`config.mk`:
```
export PLATFORM = sky130hd
export DESIGN_NAME = gpio_edge_ctrl
export DESIGN_NICKNAME = d
export VERILOG_FILES = /design/src/rtl/gpio_edge_pkg.sv /design/src/rtl/gpio_sync.sv /design/src/rtl/gpio_edge_sense.sv /design/src/rtl/gpio_event_reg.sv /design/src/rtl/gpio_edge_ctrl.sv
export SDC_FILE = /design/constraint.sdc
export NUM_CORES = 1
export LEC_CHECK = 0
export BUFFER_PORTS_ARGS = -buffer_cell sky130_fd_sc_hd__buf_2
export CAP_MARGIN = 30
export CORE_ASPECT_RATIO = 0.7
export CORE_UTILIZATION = 55
export DETAILED_ROUTE_END_ITERATION = 12
export PLACE_DENSITY_LB_ADDON = 0.2
export SLEW_MARGIN = 10
export SYNTH_ARGS = -nofsm -noshare
export SYNTH_HDL_FRONTEND = slang
export SYNTH_HIERARCHICAL = 1
export SYNTH_SLANG_ARGS = --single-unit
```
`constraint.sdc`:
```
create_clock -name clk -period 3.45 [get_ports clk]
set_input_delay 0.5175 -clock clk [delete_from_list [all_inputs] [get_ports clk]]
set_output_delay 0.5175 -clock clk [all_outputs]
set_load 0.05 [all_outputs]
```
`src/rtl/gpio_edge_pkg.sv`:
```
`timescale 1ns/1ps
package gpio_edge_pkg;
   // word index = byte offset / 4
   typedef enum logic [2:0] {
      RS_DIR  = 3'd0,
      RS_ODR  = 3'd1,
      RS_DAT  = 3'd2,
      RS_EVT  = 3'd3,
      RS_MSK  = 3'd4,
      RS_SNS  = 3'd5,
      RS_SNS2 = 3'd6
   } reg_sel_e;

   localparam logic [1:0] SNS_ANY  = 2'b00;
   localparam logic [1:0] SNS_RISE = 2'b01;
   localparam logic [1:0] SNS_FALL = 2'b10;
endpackage

```
`src/rtl/gpio_sync.sv`:
```
`timescale 1ns/1ps
module gpio_sync #(
   parameter int W      = 32,
   parameter int STAGES = 2
) (
   input  logic         clk,
   input  logic         rst_n,
   input  logic [W-1:0] d,
   output logic [W-1:0] q
);
   if (STAGES < 2) begin : g_bad
      $error("gpio_sync: STAGES must be at least 2");
   end

   logic [W-1:0] stage_q [STAGES];

   always_ff @(posedge clk or negedge rst_n) begin
      if (!rst_n) begin
         for (int i = 0; i < STAGES; i++) stage_q[i] <= '0;
      end else begin
         stage_q[0] <= d;
         for (int i = 1; i < STAGES; i++) stage_q[i] <= stage_q[i-1];
      end
   end

   assign q = stage_q[STAGES-1];
endmodule

```
`src/rtl/gpio_edge_sense.sv`:
```
`timescale 1ns/1ps
module gpio_edge_sense
   import gpio_edge_pkg::*;
#(
   parameter int W      = 32,
   parameter bit SENSE2 = 1'b0
) (
   input  logic         clk,
   input  logic         rst_n,
   input  logic [W-1:0] lvl,    // synchronized, register bit order
   input  logic [W-1:0] sns,
   input  logic [W-1:0] sns2,
   output logic [W-1:0] hit
);
   localparam int HALF = W / 2;

   logic [W-1:0] prev_q;
   logic [W-1:0] rise, fall;

   always_ff @(posedge clk or negedge rst_n) begin
      if (!rst_n) prev_q <= '0;
      else        prev_q <= lvl;
   end

   assign rise = lvl & ~prev_q;
   assign fall = ~lvl & prev_q;

   if (!SENSE2) begin : g_one_bit
      logic unused_sns2;
      assign unused_sns2 = ^sns2;
      assign hit = fall | (rise & ~sns);
   end else begin : g_two_bit
      for (genvar i = 0; i < W; i++) begin : g_bit
         logic [1:0] code;
         // bit i is pin W-1-i; upper half of the register word = pins 0..HALF-1
         if (i >= HALF) begin : g_lo_pins
            assign code = sns[2*(i-HALF) +: 2];
         end else begin : g_hi_pins
            assign code = sns2[2*i +: 2];
         end
         always_comb begin
            case (code)
               SNS_ANY:  hit[i] = rise[i] | fall[i];
               SNS_RISE: hit[i] = rise[i];
               SNS_FALL: hit[i] = fall[i];
               default:  hit[i] = 1'b0;
            endcase
         end
      end
   end
endmodule

```
`src/rtl/gpio_event_reg.sv`:
```
`timescale 1ns/1ps
module gpio_event_reg #(
   parameter int W = 32
) (
   input  logic         clk,
   input  logic         rst_n,
   input  logic [W-1:0] set,
   input  logic [W-1:0] clr,
   output logic [W-1:0] ev
);
   always_ff @(posedge clk or negedge rst_n) begin
      if (!rst_n) ev <= '0;
      else        ev <= (ev & ~clr) | set;   // new edge beats clear
   end
endmodule

```
`src/rtl/gpio_edge_ctrl.sv`:
```
`timescale 1ns/1ps
module gpio_edge_ctrl
   import gpio_edge_pkg::*;
#(
   parameter int DATA_W      = 32,
   parameter int NPINS       = 32,
   parameter int ADDR_W      = 5,
   parameter bit SENSE2      = 1'b0,
   parameter int SYNC_STAGES = 2
) (
   input  logic              clk,
   input  logic              rst_n,
   input  logic              bus_sel,
   input  logic              bus_wr,
   input  logic [ADDR_W-1:0] bus_addr,
   input  logic [DATA_W-1:0] bus_wdata,
   output logic [DATA_W-1:0] bus_rdata,
   input  logic [NPINS-1:0]  pad_in,
   output logic [NPINS-1:0]  pad_oe,
   output logic [NPINS-1:0]  pad_out,
   output logic              irq
);
   localparam int IDX_W = ADDR_W - 2;

   if (NPINS != DATA_W) begin : g_chk_pins
      $error("gpio_edge_ctrl: NPINS must equal DATA_W");
   end
   if (ADDR_W < 5) begin : g_chk_addr
      $error("gpio_edge_ctrl: ADDR_W must cover offsets up to 0x18");
   end
   if (SENSE2 && (DATA_W % 2 != 0)) begin : g_chk_even
      $error("gpio_edge_ctrl: two-bit sense needs an even width");
   end

   // ---------------- bus decode ----------------
   logic [IDX_W-1:0] idx;
   logic             hit;
   reg_sel_e         sel;
   logic             wr_en;

   assign idx   = bus_addr[ADDR_W-1:2];
   assign hit   = (bus_addr[1:0] == 2'b00) && ((idx >> 3) == '0);
   assign sel   = reg_sel_e'(idx[2:0]);
   assign wr_en = bus_sel && bus_wr && hit;

   // ---------------- registers (register bit order) ----------------
   logic [DATA_W-1:0] dir_q, odr_q, dat_q, msk_q, sns_q, sns2_q;
   logic [DATA_W-1:0] ev_q, ev_clr, ev_set, edge_raw, lvl, pad_rb;

   always_ff @(posedge clk or negedge rst_n) begin
      if (!rst_n) begin
         dir_q <= '0;
         odr_q <= '0;
         dat_q <= '0;
         msk_q <= '0;
         sns_q <= '0;
      end else if (wr_en) begin
         case (sel)
            RS_DIR:  dir_q <= bus_wdata;
            RS_ODR:  odr_q <= bus_wdata;
            RS_DAT:  dat_q <= bus_wdata;
            RS_MSK:  msk_q <= bus_wdata;
            RS_SNS:  sns_q <= bus_wdata;
            default: ;
         endcase
      end
   end

   if (SENSE2) begin : g_sns2
      always_ff @(posedge clk or negedge rst_n) begin
         if (!rst_n)                       sns2_q <= '0;
         else if (wr_en && sel == RS_SNS2) sns2_q <= bus_wdata;
      end
   end else begin : g_no_sns2
      assign sns2_q = '0;
   end

   // ---------------- pin mapping: pin n <-> bit NPINS-1-n ----------------
   for (genvar n = 0; n < NPINS; n++) begin : g_pin
      assign pad_rb[NPINS-1-n] = pad_in[n];
      assign pad_oe[n]         = dir_q[NPINS-1-n];
      assign pad_out[n]        = dat_q[NPINS-1-n];
   end

   // ---------------- input path ----------------
   gpio_sync #(.W(DATA_W), .STAGES(SYNC_STAGES)) u_sync (
      .clk   (clk),
      .rst_n (rst_n),
      .d     (pad_rb),
      .q     (lvl)
   );

   gpio_edge_sense #(.W(DATA_W), .SENSE2(SENSE2)) u_sense (
      .clk   (clk),
      .rst_n (rst_n),
      .lvl   (lvl),
      .sns   (sns_q),
      .sns2  (sns2_q),
      .hit   (edge_raw)
   );

   assign ev_set = edge_raw & ~dir_q;
   assign ev_clr = (wr_en && sel == RS_EVT) ? bus_wdata : '0;

   gpio_event_reg #(.W(DATA_W)) u_event (
      .clk   (clk),
      .rst_n (rst_n),
      .set   (ev_set),
      .clr   (ev_clr),
      .ev    (ev_q)
   );

   assign irq = |(ev_q & msk_q);

   // ---------------- read mux ----------------
   always_comb begin
      bus_rdata = '0;
      if (bus_sel && !bus_wr && hit) begin
         case (sel)
            RS_DIR:  bus_rdata = dir_q;
            RS_ODR:  bus_rdata = odr_q;
            RS_DAT:  bus_rdata = (dat_q & dir_q) | (lvl & ~dir_q);
            RS_EVT:  bus_rdata = ev_q;
            RS_MSK:  bus_rdata = msk_q;
            RS_SNS:  bus_rdata = sns_q;
            RS_SNS2: bus_rdata = sns2_q;
            default: bus_rdata = '0;
         endcase
      end
   end
endmodule

```
==> results.cfg <==
[run_status]
outcome = complete, no violations

[final_layout]
ff_latch_area_mm2 = 0.00721
finalNetCount = 1207
final_cells = 1468
area_growth_pct = 16.7
drive_above_1_share_pct = 36.0
diodes = 0
postLayoutCellArea_mm2 = 0.0149
multi_input_area_mm2 = 0.00498
fillers = 1784

[setup_path]
cp-end-kind = primary output
crit_path_max_incr_delay_ns = 0.60
crit_chain = a22oi_1, nand4_1, or4_1, buf_2
cp.arrival_ns = 2.38
worst_path_max_delay_cell = or4_1
crit_type = reg -> out
crit_required_ns = 2.93
setup.worst_path.start_class = flop
path_max_fanout = 3

[timing]
finalCritPeriodShare_pct = 84.1
setup_tns_ns = 0
hold_viol_final = 0
worst_pin_slew_ns = 0.705
min_period_ns = 2.90
finalSetupViolCount = 0
rsz0062_at_grt = no
fmax_mhz = 345
fin_hold_ws_ns = 0.0747
maxSlewHeadroom_pct = 53.0
skew_ns = 0.00612
drv_slew = 0

[route]
dr.pass1.iters = 5
ant_nets = 0
wl_per_cell_um = 20.8
viasPerCell = 5.70
drc = 0
wirelength_um = 30500
first_iter_violations = 480
vias = 8370

[cts]
root_buffer = clkbuf_16
clkLatencyLatePin_ns = 0.54
htreeDepth = 1
cts_buffers = 28
clock-sinks = 288
cts-resized-gates = 0
clkTransAtPathRegs_ns = 0.07
clockBufferDepth = 3
tritoncts = yes

[place]
placed_area_mm2 = 0.0139
io_buffer_count = 169
dp_cells = 1415
gp_congestion = 0.790
place_hpwl_um = 20000

[synthesis]
ys_warn_count = 6
synth_area_mm2 = 0.0128
syn_inst = 989
syn-mean-instance-area_um2 = 12.9
syn-num-nets = 1062

[floorplanning]
die-width_um = 184
die-area_mm2 = 0.0238
fp.coreArea_mm2 = 0.0227
ios = 170
rows = 46
die-height_um = 129
start_util_pct = 56.2

[hold_path]
hold_class = in -> reg

[global_routing]
grt_pass1_vias = 8570
track_usage_pct = 26.4
gr-total-overflow = 0
grt_max_degree = 77
grt_first_pass_wirelength_um = 48100
antenna_found_initial = 0

[power]
p_per_area_mw_per_mm2 = 571
ir_drop_mv = 0.401
p_leak_nw = 6.92

[flow_run]
cap_viol_max_count = 0
-- per-layer routing --
layer | global-route usage [%] | vias to the layer above | wire (um)
met2 | 40.1 | 249 | 13400
li1 | - | 3826 | -
met3 | 4.72 | 52 | 1600
met4 | 7.75 | 0 | 765
met1 | 38.9 | 4243 | 14700
met5 | 0 | - | 0
-- registers in the layout, summed over array words and instances, names as in the netlist --
| register | flops |
|---|---|
| dat_q | 32 |
| dir_q | 32 |
| msk_q | 32 |
| odr_q | 32 |
| sns_q | 32 |
| u_event/ev | 32 |
| u_sense/prev_q | 32 |
| u_sync/q | 32 |
| u_sync/stage_q | 32 |
-- power breakdown --
group / total, mW / switching (mW) / internal, mW
registers: 3.94 / 0.254 / 3.69
clock network: 3.27 / 1.29 / 1.98
logic: 1.29 / 0.788 / 0.502
total: 8.50 / 2.33 / 6.17
-- worst max-delay path, delay by kind of cell, from the launching register on --
| kind | cells | cell delay, ns |
|---|---|---|
| AO/OA/AOI/OAI | 1 | 0.35 |
| buffers and inverters | 1 | 0.25 |
| flip-flops | 1 | 0.46 |
| AND/OR/NAND/NOR | 2 | 0.78 |
-- path summary, 6_finish.rpt --
path                                              start                            to  slack [ns]  depth (start not counted)
min in group asynchronous                         rst_n  u_sense/prev_q[28]$_DFF_PN0_        0.54                          2
max in group asynchronous                         rst_n          sns_q[4]$_DFFE_PN0P_        1.97                          3
min reg2reg                u_sync/stage_q[44]$_DFF_PN0_        u_sync/q[12]$_DFF_PN0_        0.35                          0
max                            u_event/ev[28]$_DFF_PN0_                           irq        0.55                          4
min                                          pad_in[17]  u_sync/stage_q[46]$_DFF_PN0_        0.07                          1
max reg2reg                      u_sync/q[30]$_DFF_PN0_      u_event/ev[30]$_DFF_PN0_        2.36                          3
-- stage by stage --
| stage | utilization [%] | total power, mW | worst slack (ns) |
|---|---|---|---|
| floorplan | - | 4.86 | 0.700 |
| global placement | 61.2 | 5.25 | 0.635 |
| detailed placement | 61.2 | 5.29 | 0.615 |
| CTS | 65.6 | 8.57 | 0.555 |
| global route | 65.6 | 8.82 | 0.490 |
| finish | 65.6 | 8.50 | 0.548 |
-- layout make-up --
class / count / share of cell area, %
tap: 312 / 2.62
clock buffer: 39 / 5.60
inverter: 34 / 0.858
timing repair buffer: 202 / 7.87
clock inverter: 13 / 1.13
multi-input combinational: 580 / 33.5
sequential: 288 / 48.4
-- layout by cell type (no fill, tap or decap), types with 2 or more instances in the layout --
cell type    n
nand4_1      4
nand4b_1    31
clkbuf_16   29
clkbuf_1     3
buf_12       5
a21oi_1     31
mux2_2     154
dfrtp_1    288
nor2b_1     32
nand2_1      2
a22oi_1     16
mux2_1       6
buf_2      167
clkbuf_8     7
inv_1       34
mux2i_1     65
a21o_1      32
nor3_2       2
and2_1      32
bufinv_16    4
clkinv_2     8
buf_4       28
nand3_1     31
a2bb2oi_1   30
o211ai_1    31
nand2b_1    33
nand3b_1    31
-- repair_timing --
| item | 4_1_cts | 5_1_grt |
|---|---|---|
| buffers inserted | 0 | 0 |
| endpoints found under the hold margin | 72 | 0 |
| hold buffers | 1 | 0 |
Note: power is estimated with default switching activity, not from simulation.
